`config.mk`:
```
export PLATFORM = sky130hd
export DESIGN_NAME = flash_cmd_ctrl
export DESIGN_NICKNAME = d
export VERILOG_FILES = /design/src/rtl/fcc_pkg.sv /design/src/rtl/fcc_sync.sv /design/src/rtl/fcc_write_detect.sv /design/src/rtl/fcc_op_timer.sv /design/src/rtl/flash_cmd_ctrl.sv
export SDC_FILE = /design/constraint.sdc
export NUM_CORES = 1
export LEC_CHECK = 0
export BUFFER_PORTS_ARGS = -buffer_cell sky130_fd_sc_hd__buf_4
export CORE_ASPECT_RATIO = 0.6
export CORE_MARGIN = 1
export CORE_UTILIZATION = 45
export CTS_BUF_LIST = sky130_fd_sc_hd__clkbuf_4 sky130_fd_sc_hd__clkbuf_8
export DETAILED_ROUTE_END_ITERATION = 10
export PLACE_DENSITY = 0.73
export SYNTH_ARGS = -nofsm -noshare
export SYNTH_HDL_FRONTEND = slang
export SYNTH_SLANG_ARGS = --single-unit
```
`constraint.sdc`:
```
create_clock -name clk -period 2.6 [get_ports clk]
set_input_delay 0.26 -clock clk [delete_from_list [all_inputs] [get_ports clk]]
set_output_delay 0.26 -clock clk [all_outputs]
set_load 0.05 [all_outputs]
```
`src/rtl/fcc_pkg.sv`:
```
package fcc_pkg;

    typedef enum logic [1:0] {
        RM_ARRAY  = 2'd0,
        RM_IDENT  = 2'd1,
        RM_STATUS = 2'd2,
        RM_QUERY  = 2'd3
    } rmode_t;

    typedef enum logic [3:0] {
        ST_READY,
        ST_PSETUP,
        ST_ESETUP,
        ST_PRUN,
        ST_ERUN,
        ST_PSUSP,
        ST_ESUSP,
        ST_ESP_SETUP,
        ST_ESP_RUN,
        ST_ABORT,
        ST_HELD
    } fstate_t;

    localparam logic [7:0] CMD_PROG   = 8'h40;
    localparam logic [7:0] CMD_ERASE  = 8'h20;
    localparam logic [7:0] CMD_CONF   = 8'hD0;
    localparam logic [7:0] CMD_SUSP   = 8'hB0;
    localparam logic [7:0] CMD_ARRAY  = 8'hFF;
    localparam logic [7:0] CMD_IDENT  = 8'h90;
    localparam logic [7:0] CMD_STAT   = 8'h70;
    localparam logic [7:0] CMD_QUERY  = 8'h98;
    localparam logic [7:0] CMD_CLRST  = 8'h50;

endpackage

```
`src/rtl/fcc_sync.sv`:
```
module fcc_sync #(
    parameter int           W    = 1,
    parameter logic [W-1:0] INIT = '0
) (
    input  logic         clk,
    input  logic         rst_n,
    input  logic [W-1:0] d,
    output logic [W-1:0] q
);
    for (genvar i = 0; i < W; i++) begin : g_bit
        logic [1:0] sh;
        always_ff @(posedge clk or negedge rst_n) begin
            if (!rst_n) sh <= {2{INIT[i]}};
            else        sh <= {sh[0], d[i]};
        end
        assign q[i] = sh[1];
    end
endmodule

```
`src/rtl/fcc_write_detect.sv`:
```
module fcc_write_detect #(
    parameter int AW = 18,
    parameter int DW = 16
) (
    input  logic          clk,
    input  logic          rst_n,
    input  logic          ce_n,
    input  logic          we_n,
    input  logic          oe_n,
    input  logic [AW-1:0] addr,
    input  logic [DW-1:0] din,
    output logic          wr_end,
    output logic [AW-1:0] wr_addr,
    output logic [DW-1:0] wr_data
);
    logic wr_now, wr_prev;

    assign wr_now = !ce_n && !we_n && oe_n;
    assign wr_end = wr_prev && !wr_now;

    always_ff @(posedge clk or negedge rst_n) begin
        if (!rst_n) begin
            wr_prev <= 1'b0;
            wr_addr <= '0;
            wr_data <= '0;
        end else begin
            wr_prev <= wr_now;
            if (wr_now) begin
                wr_addr <= addr;
                wr_data <= din;
            end
        end
    end
endmodule

```
`src/rtl/fcc_op_timer.sv`:
```
module fcc_op_timer #(
    parameter int CW = 8
) (
    input  logic          clk,
    input  logic          rst_n,
    input  logic          load,
    input  logic [CW-1:0] load_val,
    input  logic          en,
    output logic          zero
);
    logic [CW-1:0] cnt;

    always_ff @(posedge clk or negedge rst_n) begin
        if (!rst_n)                   cnt <= '0;
        else if (load)                cnt <= load_val;
        else if (en && cnt != '0)     cnt <= cnt - 1'b1;
    end

    assign zero = (cnt == '0);
endmodule

```
`src/rtl/flash_cmd_ctrl.sv`:
```
module flash_cmd_ctrl
    import fcc_pkg::*;
#(
    parameter int AW       = 18,
    parameter int DW       = 16,
    parameter int PGM_CYC  = 20,
    parameter int ERS_CYC  = 40,
    parameter int SHUT_CYC = 8
) (
    input  logic          clk,
    input  logic          rst_n,
    input  logic          ce_n,
    input  logic          we_n,
    input  logic          oe_n,
    input  logic          rp_n,
    input  logic [AW-1:0] addr,
    input  logic [DW-1:0] din,
    output logic [1:0]    read_mode,
    output logic          busy,
    output logic [7:0]    status,
    output logic [AW-1:0] op_addr,
    output logic [DW-1:0] op_data,
    output logic          abort_flag,
    output logic          abort_block,
    output logic [AW-1:0] abort_addr
);
    localparam int MAX_A = (PGM_CYC > SHUT_CYC) ? PGM_CYC : SHUT_CYC;
    localparam int MAX_C = (ERS_CYC > MAX_A) ? ERS_CYC : MAX_A;
    localparam int CW    = $clog2(MAX_C + 1);
    localparam logic [CW-1:0] PGM_L  = CW'(PGM_CYC);
    localparam logic [CW-1:0] ERS_L  = CW'(ERS_CYC);
    localparam logic [CW-1:0] SHUT_L = CW'(SHUT_CYC);

    // pin synchronisation
    logic [3:0]    s_ctl;
    logic [AW-1:0] s_addr;
    logic [DW-1:0] s_din;

    fcc_sync #(.W(4), .INIT(4'b1111)) u_sync_ctl (
        .clk(clk), .rst_n(rst_n),
        .d({ce_n, we_n, oe_n, rp_n}), .q(s_ctl)
    );
    fcc_sync #(.W(AW + DW), .INIT('0)) u_sync_bus (
        .clk(clk), .rst_n(rst_n),
        .d({addr, din}), .q({s_addr, s_din})
    );

    logic          wr_end;
    logic [AW-1:0] wr_addr;
    logic [DW-1:0] wr_data;
    logic [7:0]    cmd;

    fcc_write_detect #(.AW(AW), .DW(DW)) u_wdet (
        .clk(clk), .rst_n(rst_n),
        .ce_n(s_ctl[3]), .we_n(s_ctl[2]), .oe_n(s_ctl[1]),
        .addr(s_addr), .din(s_din),
        .wr_end(wr_end), .wr_addr(wr_addr), .wr_data(wr_data)
    );
    assign cmd = wr_data[7:0];

    logic rp_low;
    assign rp_low = !s_ctl[0];

    fstate_t state, nstate;

    // timers: main for program/erase, aux for nested program and shutdown
    logic          m_load, m_en, m_zero;
    logic [CW-1:0] m_val;
    logic          a_load, a_en, a_zero;
    logic [CW-1:0] a_val;

    fcc_op_timer #(.CW(CW)) u_tmr_main (
        .clk(clk), .rst_n(rst_n), .load(m_load), .load_val(m_val),
        .en(m_en), .zero(m_zero)
    );
    fcc_op_timer #(.CW(CW)) u_tmr_aux (
        .clk(clk), .rst_n(rst_n), .load(a_load), .load_val(a_val),
        .en(a_en), .zero(a_zero)
    );

    assign m_en = (state == ST_PRUN) || (state == ST_ERUN);
    assign a_en = (state == ST_ESP_RUN) || (state == ST_ABORT);

    logic pending, ers_pending;
    assign ers_pending = (state == ST_ERUN) || (state == ST_ESUSP) ||
                         (state == ST_ESP_SETUP) || (state == ST_ESP_RUN);
    assign pending     = ers_pending || (state == ST_PRUN) || (state == ST_PSUSP);

    // next-state logic
    always_comb begin
        nstate = state;
        m_load = 1'b0;
        m_val  = PGM_L;
        a_load = 1'b0;
        a_val  = SHUT_L;
        if (rp_low && state != ST_ABORT && state != ST_HELD) begin
            if (pending) begin
                nstate = ST_ABORT;
                a_load = 1'b1;
                a_val  = SHUT_L;
            end else begin
                nstate = ST_HELD;
            end
        end else begin
            unique case (state)
                ST_READY: begin
                    if (wr_end && cmd == CMD_PROG)       nstate = ST_PSETUP;
                    else if (wr_end && cmd == CMD_ERASE) nstate = ST_ESETUP;
                end
                ST_PSETUP: begin
                    if (wr_end) begin
                        nstate = ST_PRUN;
                        m_load = 1'b1;
                        m_val  = PGM_L;
                    end
                end
                ST_ESETUP: begin
                    if (wr_end) begin
                        if (cmd == CMD_CONF) begin
                            nstate = ST_ERUN;
                            m_load = 1'b1;
                            m_val  = ERS_L;
                        end else begin
                            nstate = ST_READY;
                        end
                    end
                end
                ST_PRUN: begin
                    if (m_zero)                         nstate = ST_READY;
                    else if (wr_end && cmd == CMD_SUSP) nstate = ST_PSUSP;
                end
                ST_ERUN: begin
                    if (m_zero)                         nstate = ST_READY;
                    else if (wr_end && cmd == CMD_SUSP) nstate = ST_ESUSP;
                end
                ST_PSUSP: begin
                    if (wr_end && cmd == CMD_CONF) nstate = ST_PRUN;
                end
                ST_ESUSP: begin
                    if (wr_end && cmd == CMD_CONF)      nstate = ST_ERUN;
                    else if (wr_end && cmd == CMD_PROG) nstate = ST_ESP_SETUP;
                end
                ST_ESP_SETUP: begin
                    if (wr_end) begin
                        nstate = ST_ESP_RUN;
                        a_load = 1'b1;
                        a_val  = PGM_L;
                    end
                end
                ST_ESP_RUN: begin
                    if (a_zero) nstate = ST_ESUSP;
                end
                ST_ABORT: begin
                    if (a_zero) nstate = rp_low ? ST_HELD : ST_READY;
                end
                ST_HELD: begin
                    if (!rp_low) nstate = ST_READY;
                end
                default: nstate = ST_READY;
            endcase
        end
    end

    // state register
    always_ff @(posedge clk or negedge rst_n) begin
        if (!rst_n) state <= ST_READY;
        else        state <= nstate;
    end

    // registered outputs
    rmode_t        rmode;
    logic          err_p, err_e;
    logic [AW-1:0] ers_addr;

    always_ff @(posedge clk or negedge rst_n) begin
        if (!rst_n) begin
            rmode       <= RM_ARRAY;
            err_p       <= 1'b0;
            err_e       <= 1'b0;
            op_addr     <= '0;
            op_data     <= '0;
            ers_addr    <= '0;
            abort_flag  <= 1'b0;
            abort_block <= 1'b0;
            abort_addr  <= '0;
        end else begin
            if (nstate == ST_ABORT && state != ST_ABORT) begin
                abort_flag  <= 1'b1;
                abort_block <= ers_pending;
                abort_addr  <= ers_pending ? ers_addr : op_addr;
                if (ers_pending) err_e <= 1'b1;
                else             err_p <= 1'b1;
            end
            if (rp_low) begin
                rmode <= RM_ARRAY;
            end else if (wr_end) begin
                unique case (state)
                    ST_READY, ST_PSUSP, ST_ESUSP: begin
                        case (cmd)
                            CMD_ARRAY: rmode <= RM_ARRAY;
                            CMD_IDENT: rmode <= RM_IDENT;
                            CMD_STAT:  rmode <= RM_STATUS;
                            CMD_QUERY: rmode <= RM_QUERY;
                            CMD_CLRST: begin
                                err_p <= 1'b0;
                                err_e <= 1'b0;
                            end
                            CMD_PROG, CMD_ERASE, CMD_CONF: rmode <= RM_STATUS;
                            default: ;
                        endcase
                    end
                    ST_PSETUP, ST_ESP_SETUP: begin
                        op_addr <= wr_addr;
                        op_data <= wr_data;
                        rmode   <= RM_STATUS;
                        if (state == ST_PSETUP) abort_flag <= 1'b0;
                    end
                    ST_ESETUP: begin
                        rmode <= RM_STATUS;
                        if (cmd == CMD_CONF) begin
                            op_addr    <= wr_addr;
                            op_data    <= wr_data;
                            ers_addr   <= wr_addr;
                            abort_flag <= 1'b0;
                        end else begin
                            err_e <= 1'b1;
                        end
                    end
                    ST_PRUN, ST_ERUN: begin
                        if (cmd == CMD_SUSP) rmode <= RM_STATUS;
                    end
                    default: ;
                endcase
            end
        end
    end

    assign busy      = (state == ST_PRUN) || (state == ST_ERUN) ||
                       (state == ST_ESP_RUN) || (state == ST_ABORT);
    assign read_mode = busy ? RM_STATUS : rmode;
    assign status    = {!busy,
                        (state == ST_ESUSP) || (state == ST_ESP_SETUP) || (state == ST_ESP_RUN),
                        err_e, err_p, 1'b0,
                        (state == ST_PSUSP), 2'b00};
endmodule

```
==> flow_metrics.tcl, run 1 <==
set metrics [dict create \
    drcViolationCount 0 \
    n_fill_cell 1389 \
    min_period_over_period 0.9623 \
    startpoint_type "register" \
    grt-ovfl-total 0 \
    drt_pass1_iterations 5 \
    status "finished clean" \
    clk_pin_slew_ns 0.07 \
    htree_levels 1 \
    yosys-top-cells-area "dfrtp_1, mux2_2, nand2_1" \
    relSlewSlack 0.3657 \
    r2r_slack_ns 0.13 \
    hpwl_um 11310 \
    period_needed_ns 2.502 \
    vias 5502 \
    grt_pass1_vias 5582 \
    areaGrowthSynthToFinish_pct 25.89 \
    yosysWarningCount 0 \
    core.rowCount 37 \
    drv_slew 0 \
    cts_root_buffer "clkbuf_8" \
    ys.flop_type "dfrtp_1" \
    cts_tree "built" \
    grt_max_degree 93 \
    post-route-util 0.5791 \
    required_ns 2.34 \
    boundaryPins 105 \
    skew_ns 0.01267 \
    tns_ns 0 \
    async_flop_share 1.000 \
    syn_inst 647 \
    synth.avg_cell_area_um2 12.21 \
    final_layout_size_suffix_gt1_frac 0.3016 \
    rsz0062_at_grt "false" \
    port_buffers 101 \
    hp-class "register to register" \
    arrival_ns 2.24 \
    grt_pass1_wl_um 29060 \
    total_leakage_power_nw 4.836 \
    post-cts-setup-buffers 0 \
    postRouteWirelength_um 17370 \
    clock_sinks 203 \
    max_freq_mhz 399.7 \
    die-area_mm2 0.01811 \
    wl_per_cell_um 16.49 \
    hold_ws_ns 0.3485 \
    viasPerCell 5.225 \
    cts_buffer_depth 3 \
    layout.nets 841 \
    cp_max_fo 10 \
    initial_core_util 0.4600 \
    synth_edf_count 0 \
    drv_cap 0 \
    p_total_mw 10.74 \
    synth_top_area_frac 0.6177 \
    clock_latency_ns 0.53 \
    irDropWorstVdd_v 0.0006222 \
    synth_cell_type_count 65 \
    syn-cell-area_mm2 0.007900 \
    die_w_um 173.1 \
    place.gp.congestion 0.8732 \
    die_h_um 104.6 \
    antenna_found_initial 0 \
    antenna_left 0 \
    path_class "register to output pin" \
    setup_viol_count_final 0 \
    tightestPinTransition_ns 0.9493 \
    diodes 0 \
    drtIter0Drc 392 \
    grt_usage 0.2000 \
    synth_largest_area_cell "dfrtp_1" \
    ys_ff_latch 203 \
    ys_seq_area_frac 0.6443 \
    cts_buffers 28 \
    core_area_mm2 0.01718 \
    hold_viol 0 \
    power_density_mw_per_mm2 1080 \
    cp-end-kind "output pin" \
]
## Yosys cell counts, types with 7 or more instances
library cell	number
inv_1	10
dfrtp_1	195
o22a_1	8
clkbuf_1	24
nor2_1	45
mux2i_1	18
mux2_4	9
nor3_1	12
dfstp_2	8
mux2_2	42
nand2_1	110
a31oi_1	7
a21oi_1	34
## critical path, cell delays in order, from the launching register on
cell and delay [ns]:
dfrtp_1 0.53, inv_1 0.17, buf_4 0.19, nor2_1 0.15
nor2_1 0.07, o32a_1 0.23, and2_1 0.18, buf_4 0.18
## per-layer routing
metal  vias to the layer above  GRT usage  part of all wire  wire [µm]
met5                         -          0                 0          0
met4                         0    0.03224            0.0098        171
met3                        16    0.04185             0.060       1046
met2                       181     0.3041              0.44       7681
met1                      2765     0.3001              0.49       8465
li1                       2540          -                 -          -
## sequential cells by signal, indices dropped and copies added, names as in the netlist, 2 cells and up
signal               flops
abort_addr              18
ers_addr                18
op_addr                 18
op_data                 16
rmode                    2
state                    4
u_sync_bus.g_bit.sh     68
u_sync_ctl.g_bit.sh      8
u_tmr_aux.cnt            6
u_tmr_main.cnt           6
u_wdet.wr_addr          18
u_wdet.wr_data          16
## path summary, 6_finish.rpt
| check | start | endpoint | depth (start not counted) |
|---|---|---|---|
| max | state[3] | read_mode[0] | 7 |
| min | u_sync_bus.g_bit[5].sh[0] | u_sync_bus.g_bit[5].sh[1] | 0 |
| min reg2reg | u_sync_bus.g_bit[5].sh[0] | u_sync_bus.g_bit[5].sh[1] | 0 |
| max in group asynchronous | rst_n | u_wdet.wr_addr[5] | 3 |
| max reg2reg | u_wdet.wr_data[1] | op_data[11] | 6 |
| min in group asynchronous | rst_n | u_sync_bus.g_bit[32].sh[1] | 2 |
## kinds of logic after synthesis
kind of cell               share of synthesized area
and+or+nand+nor                               0.1322
buffers and inverters                        0.03278
other                                      0.0004747
AOI/OAI and AO/OA                            0.07777
DFF                                           0.6443
xor gates and xnor gates                    0.006653
muxes                                         0.1026
adders and majority gates                   0.003167
## through the flow
stage / cell area [µm²] / setup WS [ns] / std cells
floorplan: 7908 / 0.1651 / 649
global placement: 8964 / 0.2166 / 964
detailed placement: 8964 / 0.1135 / 964
CTS: 9940 / 0.09122 / 1053
global route: 9946 / 0.006019 / 1053
finish: 9946 / 0.09813 / 1053
## what timing repair did
action | 4_1_cts | 5_1_grt
setup endpoints to repair | 0 | 4
resized for setup | 0 | 2
hold buffers | 39 | 0
hold endpoints to repair | 118 | 0
## cell usage in the layout (no fill, tap or decap), types with 12 or more instances in the layout
cell type,instances
dfrtp_1,194
mux2_2,42
nor2_1,45
a21oi_1,33
clkbuf_8,35
nor3_1,12
nand2_1,110
clkbuf_4,13
mux2i_1,18
dlygate4sd3_1,39
buf_4,117
## area by class of cell
cell class	count	area, µm²	area share
repair buffers	160	1343	0.1350
inverters	11	41.29	0.004151
flip-flops and latches	203	5091	0.5119
multi-input cells	395	2592	0.2607
well taps	234	292.8	0.02944
clock buffers	47	565.5	0.05686
clock inverters	3	20.02	0.002013
## power by group
group / internal (mW) / switching (mW) / total, mW / leakage (nW)
Clock: 1.37 / 1.14 / 2.51 / 0.308
Combinational: 1.39 / 2.54 / 3.93 / 2.02
Sequential: 3.75 / 0.551 / 4.31 / 2.51
Total: 6.51 / 4.23 / 10.7 / 4.84
No activity file was read; power rests on OpenSTA's default activity.
==> run 2: changes to the inputs <==
Settings changed: ABC_AREA from default to 1.
==> flow_metrics.tcl, run 2 <==
set metrics [dict create \
    areaGrowthSynthToFinish_pct 27.11 \
    antenna_left 0 \
    syn-cell-area_mm2 0.007769 \
    yosysWarningCount 0 \
    startpoint_type "register" \
    p_sw_mw 4.301 \
    tightestPinTransition_ns 0.7094 \
    diodes 0 \
    layout_commonest_cell "nand2_1" \
    yosys-top-cells-area "dfrtp_1, nand2_1, o21ai_0" \
    comb_power_share 0.357 \
    place.gp.congestion 0.9292 \
    cts_buffer_depth 3 \
    synth_largest_area_cell "dfrtp_1" \
    ys_top_cells_by_count "nand2_1, dfrtp_1, o21ai_0" \
    cts_root_buffer "clkbuf_8" \
    ys_ff_latch 203 \
    initial_core_util 0.4700 \
    rsz0062_at_grt "false" \
    wl_per_cell_um 14.70 \
    worstReg2RegStart "u_wdet.wr_data[0]" \
    hpwl_um 11600 \
    yosysMostFrequentCell "nand2_1" \
    largest_reg_flops 68 \
    drv_slew 0 \
    clock_sinks 203 \
    die_h_um 103.8 \
    arrival_ns 2.19 \
    total_leakage_power_nw 4.939 \
    skew_ns 0.01129 \
    p_total_mw 10.80 \
    grt_pass1_wl_um 29210 \
    cp-end-kind "output pin" \
    regToRegEndpoint "op_data[12]" \
    placedCellCount 1101 \
    boundaryPins 105 \
    synth_edf_count 0 \
    ys_seq_area_frac 0.6552 \
    regMostFlops "u_sync_bus.g_bit.sh" \
    grt_usage 0.2086 \
    core_area_mm2 0.01653 \
    layout.nets 985 \
    grt_max_degree 89 \
    port_buffers 101 \
    tns_ns 0 \
    core.rowCount 36 \
    drv_cap 0 \
    clock_latency_ns 0.56 \
    irDropWorstVdd_v 0.0006706 \
    setup_viol_count_final 0 \
    drt_pass1_iterations 5 \
    drcViolationCount 0 \
    pwr-share-clk 0.258 \
    htree_levels 1 \
    p_seq_frac 0.385 \
    antenna_found_initial 0 \
    cp.buffers_inverters 4 \
    max_freq_mhz 408.5 \
    synth.avg_cell_area_um2 9.947 \
    path_class "register to output pin" \
    slowest_stage "dfrtp_1" \
    viasPerCell 4.846 \
    status "finished clean" \
    die_w_um 171.6 \
    async_flop_share 1.000 \
    required_ns 2.34 \
    cts_tree "built" \
    die-area_mm2 0.01781 \
    instances_no_fill 1191 \
    synth_top_area_frac 0.6281 \
    period_needed_ns 2.448 \
    rr_worst_depth 8 \
    relSlewSlack 0.5271 \
    ys.flop_type "dfrtp_1" \
    switching_share 0.3983 \
    postRouteWirelength_um 17510 \
    cp_max_fo 5 \
    hold_viol 0 \
    path_delay_family "simple AND/OR/NAND/NOR gates" \
    grt_pass1_vias 5571 \
    p_int_mw 6.497 \
    drtIter0Drc 501 \
    hp-class "primary input to asynchronous set/reset pin" \
    max_stage_delay_ns 0.44 \
    power_density_mw_per_mm2 1094 \
    path_cells "inv_2 -> nand2_1 -> nor2_1 -> nor2_1 -> inv_1 -> nor2_2 -> inv_1 -> or2_1 -> buf_4" \
    synth_cell_type_count 40 \
    syn_inst 781 \
    post-cts-setup-buffers 0 \
    mostFrequentLayoutCells "nand2_1, dfrtp_1, buf_4, o21ai_0, inv_1" \
    final_layout_size_suffix_gt1_frac 0.2201 \
    grt-ovfl-total 0 \
    min_period_over_period 0.9415 \
    vias 5772 \
    clk_pin_slew_ns 0.07 \
    cts_buffers 29 \
    r2r_slack_ns 0.51 \
]
==> run 2: changes by cell type in the layout (fill, tap and decap cells not counted), sizes merged, moves of 8 or more <==
cell	previous run	this run
mux2	53	8
a21oi	34	10
nor3	12	2
inv	11	69
nand2	110	247
o22a	8	0
o21ai	5	82
nor2	45	65
mux2i	18	0
nand3	2	41
==> run 2: area by class of cell <==
cell class,count,area [µm²]
fillers,1375,6656
clock inverters,6,86.33
repair buffers,155,1305
flip-flops and latches,203,5091
inverters,68,255.2
multi-input cells,486,2276
well taps,228,285.3
clock buffers,45,575.6
==> run 2: metrics by stage <==
step / area [µm²] / setup slack, ns / hold WS [ns] / utilization
floorplan: 7781 / 0.08288 / -0.03559 / -
global placement: 8821 / 0.5366 / 0.3316 / 0.5336
detailed placement: 8821 / 0.5268 / 0.3347 / 0.5336
CTS: 9873 / 0.06836 / 0.3188 / 0.5973
global route: 9874 / 0.0002114 / 0.3281 / 0.5973
finish: 9874 / 0.1520 / 0.3101 / 0.5973
==> run 2: repair_timing <==
item | CTS | global route
resized for setup | 0 | 1
hold buffers | 39 | 0
hold endpoints to repair | 123 | 0
endpoints found under the setup margin | 0 | 1
==> run 2: layer usage <==
layer	track usage	share of wire
met4	0.03635	0.016
met1	0.3359	0.50
met5	0	0
met3	0.04815	0.079
met2	0.2863	0.41
==> run 2: worst reg2reg max path, stage by stage, from the launching register on <==
cell and delay (ns):
dfrtp_1 0.39, nor2_1 0.20, nand2_1 0.16, nor2_1 0.21
nand2_1 0.10, nand2_1 0.11, nand2_2 0.24, buf_4 0.28
mux2_4 0.29
==> run 2: cells by family (layout without fill, tap and decap cells) <==
kind of cell,count (synthesis),in the layout,share of synthesized area
and+or+nand+nor,366,366,0.1979
DFF,203,203,0.6552
AOI/OAI and AO/OA,104,104,0.07086
buffers and inverters,94,274,0.05347
muxes,8,8,0.01546
xor gates and xnor gates,3,3,0.003383
adders and majority gates,2,2,0.003221
other,1,3,0.0004827
==> run 2: how the worst max path moves through the flow <==
| stage | cells after the start | end | from |
|---|---|---|---|
| 2_1_floorplan | 8 | read_mode[0] | state[0] |
| 3_3_place_gp | 10 | err_p | state[1] |
| 6_report | 9 | read_mode[1] | state[3] |
| 4_1_cts | 8 | read_mode[1] | state[0] |
| 5_1_grt | 9 | read_mode[1] | state[3] |
| 3_5_place_dp | 10 | err_p | state[1] |
==> run 2: power by group through the flow <==
stage | clock network (mW) | registers, mW | logic [mW]
floorplan | 0 | 5.08 | 1.74
global placement | 0 | 4.20 | 3.76
detailed placement | 0 | 4.19 | 3.79
CTS | 2.86 | 4.15 | 3.85
global route | 2.99 | 4.23 | 4.19
finish | 2.79 | 4.16 | 3.85
==> run 3: changes to the inputs <==
Settings changed: HOLD_SLACK_MARGIN from default to 0.03, PLACE_DENSITY 0.73 to 0.72, SYNTH_HIERARCHICAL from default to 1.
==> flow_metrics.tcl, run 3 <==
set metrics [dict create \
    dpl-instance-area_mm2 0.009181 \
    synth_largest_area_cell "dfrtp_1" \
    port_buffers 101 \
    hold_ws_ns 0.2822 \
    postRouteWirelength_um 18630 \
    clock_sinks 203 \
    grt_usage 0.2047 \
    ys.flop_type "dfrtp_1" \
    initial_core_util 0.4634 \
    syn_inst 881 \
    synth.avg_cell_area_um2 9.603 \
    antenna_found_initial 0 \
    yosysWarningCount 6 \
    cts_tree "built" \
    cp_max_fo 6 \
    cts_buffers 30 \
    hp-class "primary input to asynchronous set/reset pin" \
    tns_ns 0 \
    synth_edf_count 0 \
    place_ws_ns 0.4823 \
    htree_levels 1 \
    diodes 0 \
    skew_ns 0.02842 \
    startpoint_type "register" \
    irDropWorstVdd_v 0.0007150 \
    drv_cap 0 \
    n_fill_cell 1622 \
    max_freq_mhz 408.9 \
    synth_top_area_frac 0.5768 \
    clock_latency_ns 0.58 \
    drcViolationCount 8 \
    antenna_left 0 \
    die-area_mm2 0.01937 \
    ys_ff_latch 203 \
    hpwl_um 12240 \
    grt_pass1_vias 6038 \
    regArea_mm2 0.005091 \
    syn-cell-area_mm2 0.008461 \
    cts_root_buffer "clkbuf_8" \
    total_leakage_power_nw 5.294 \
    final_layout_size_suffix_gt1_frac 0.2247 \
    place.gp.congestion 0.9332 \
    status "finished with violations" \
    hold_viol 0 \
    rr_worst_depth 11 \
    grt-ovfl-total 0 \
    die_h_um 108.2 \
    wl_per_cell_um 14.69 \
    async_flop_share 1.000 \
    cp-end-kind "output pin" \
    power_density_mw_per_mm2 1097 \
    required_ns 2.34 \
    regMostFlops "u_sync_bus/g_bit.sh" \
    core.rowCount 38 \
    yosys-top-cells-area "dfrtp_1, nand2_1, nand3_1" \
    drv_slew 0 \
    mostFrequentLayoutCells "nand2_1, dfrtp_1, buf_4, nand3_1, inv_1" \
    boundaryPins 105 \
    areaGrowthSynthToFinish_pct 21.72 \
    setup_slack_ns 0.1542 \
    multiInputGateArea_mm2 0.002604 \
    largest_reg_flops 68 \
    relSlewSlack 0.5542 \
    ys_seq_area_frac 0.6016 \
    r2r_slack_ns 0.46 \
    arrival_ns 2.19 \
    yosysMostFrequentCell "nand2_1" \
    ys_top_cells_by_count "nand2_1, dfrtp_1, nand3_1" \
    drt_pass1_iterations 8 \
    layout.nets 1048 \
    drtIter0Drc 441 \
    grt_max_degree 78 \
    synth_cell_type_count 38 \
    grt_pass1_wl_um 30820 \
    p_total_mw 11.30 \
    min_period_over_period 0.9407 \
    vias 6024 \
    setup_viol_count_final 0 \
    rsz0062_at_grt "false" \
    viasPerCell 4.751 \
    tightestPinTransition_ns 0.6687 \
    die_w_um 179.0 \
    clk_pin_slew_ns 0.07 \
    fin_area_mm2 0.01030 \
    path_class "register to output pin" \
    cts_buffer_depth 3 \
    period_needed_ns 2.446 \
    core_area_mm2 0.01826 \
    failed_checks "design-rule violations" \
    layout_commonest_cell "nand2_1" \
]
-- run 3: cell count changes in the layout (fill, tap and decap cells not counted), moves of 4 or more --
cell,previous run,this run
inv_2,9,3
mux2_4,8,0
inv_1,59,71
nand2_1,242,271
nand2_4,2,6
nand3_2,1,14
a21oi_1,10,5
conb_1,3,8
nand3_1,40,80
o21ai_1,1,6
o21ai_0,80,58
a31oi_1,4,0
nor2_1,54,36
-- run 3: timing repair --
action                                 in CTS  in global routing
buffers inserted                            0                  0
hold buffers                               39                  0
setup endpoints to repair                   0                  1
gates resized for setup                     0                  2
endpoints found under the hold margin     111                  0
-- run 3: stage by stage --
stage                     std cells  utilization
after floorplan                 888            -
after global placement         1173       0.5029
after detailed placement       1173       0.5029
after CTS                      1268       0.5639
after global routing           1268       0.5641
final                          1268       0.5641
-- run 3: layout make-up --
type                       instances  share of cell area
inverter                          76             0.02794
clock inverter                    10             0.01361
sequential                       203              0.4944
clock buffer                      46             0.05662
timing repair buffer             155              0.1255
multi-input combinational        538              0.2528
tap                              240             0.02916
-- run 3: cell families after synthesis --
| kind of cell | Yosys count | share of synthesized area |
|---|---|---|
| other cells | 1 | 0.0004432 |
| fa+ha+maj | 4 | 0.005916 |
| compound gates | 76 | 0.04762 |
| flops | 203 | 0.6016 |
| simple gates | 444 | 0.2436 |
| xor+xnor | 6 | 0.006211 |
| buf+inv | 147 | 0.09465 |
-- run 3: report_power, final --
part / leakage, nW / switching, mW / internal, mW
clock: 0.383 / 1.27 / 1.75
sequential: 2.55 / 0.485 / 3.74
combinational: 2.36 / 2.82 / 1.24
-- run 3: routing by layer --
| layer | GRT usage | share of wire |
|---|---|---|
| met3 | 0.04887 | 0.071 |
| met5 | 0 | 0 |
| met1 | 0.3061 | 0.50 |
| met2 | 0.3045 | 0.42 |
| met4 | 0.03632 | 0.0098 |
-- run 3: worst max-delay path, cell delays in order (launching register included) --
cell and delay (ns):
dfrtp_2 0.45, nor2_1 0.07, buf_4 0.16, nand2_1 0.18, nand2_2 0.12, nor2_2 0.12, inv_1 0.08, or2_2 0.27
buf_4 0.19
-- run 3: worst paths after layout --
| check | from | to |
|---|---|---|
| min in group clk | addr[5] | u_sync_bus/g_bit[21].sh[0] |
| setup / recovery | state[3] | read_mode[1] |
| hold reg to reg | u_sync_bus/g_bit[1].sh[0] | u_sync_bus/g_bit[1].sh[1] |
| hold / removal | rst_n | u_sync_bus/g_bit[7].sh[0] |
| max in group asynchronous | rst_n | u_sync_ctl/g_bit[1].sh[0] |
| setup reg to reg | state[0] | u_tmr_aux/cnt[5] |
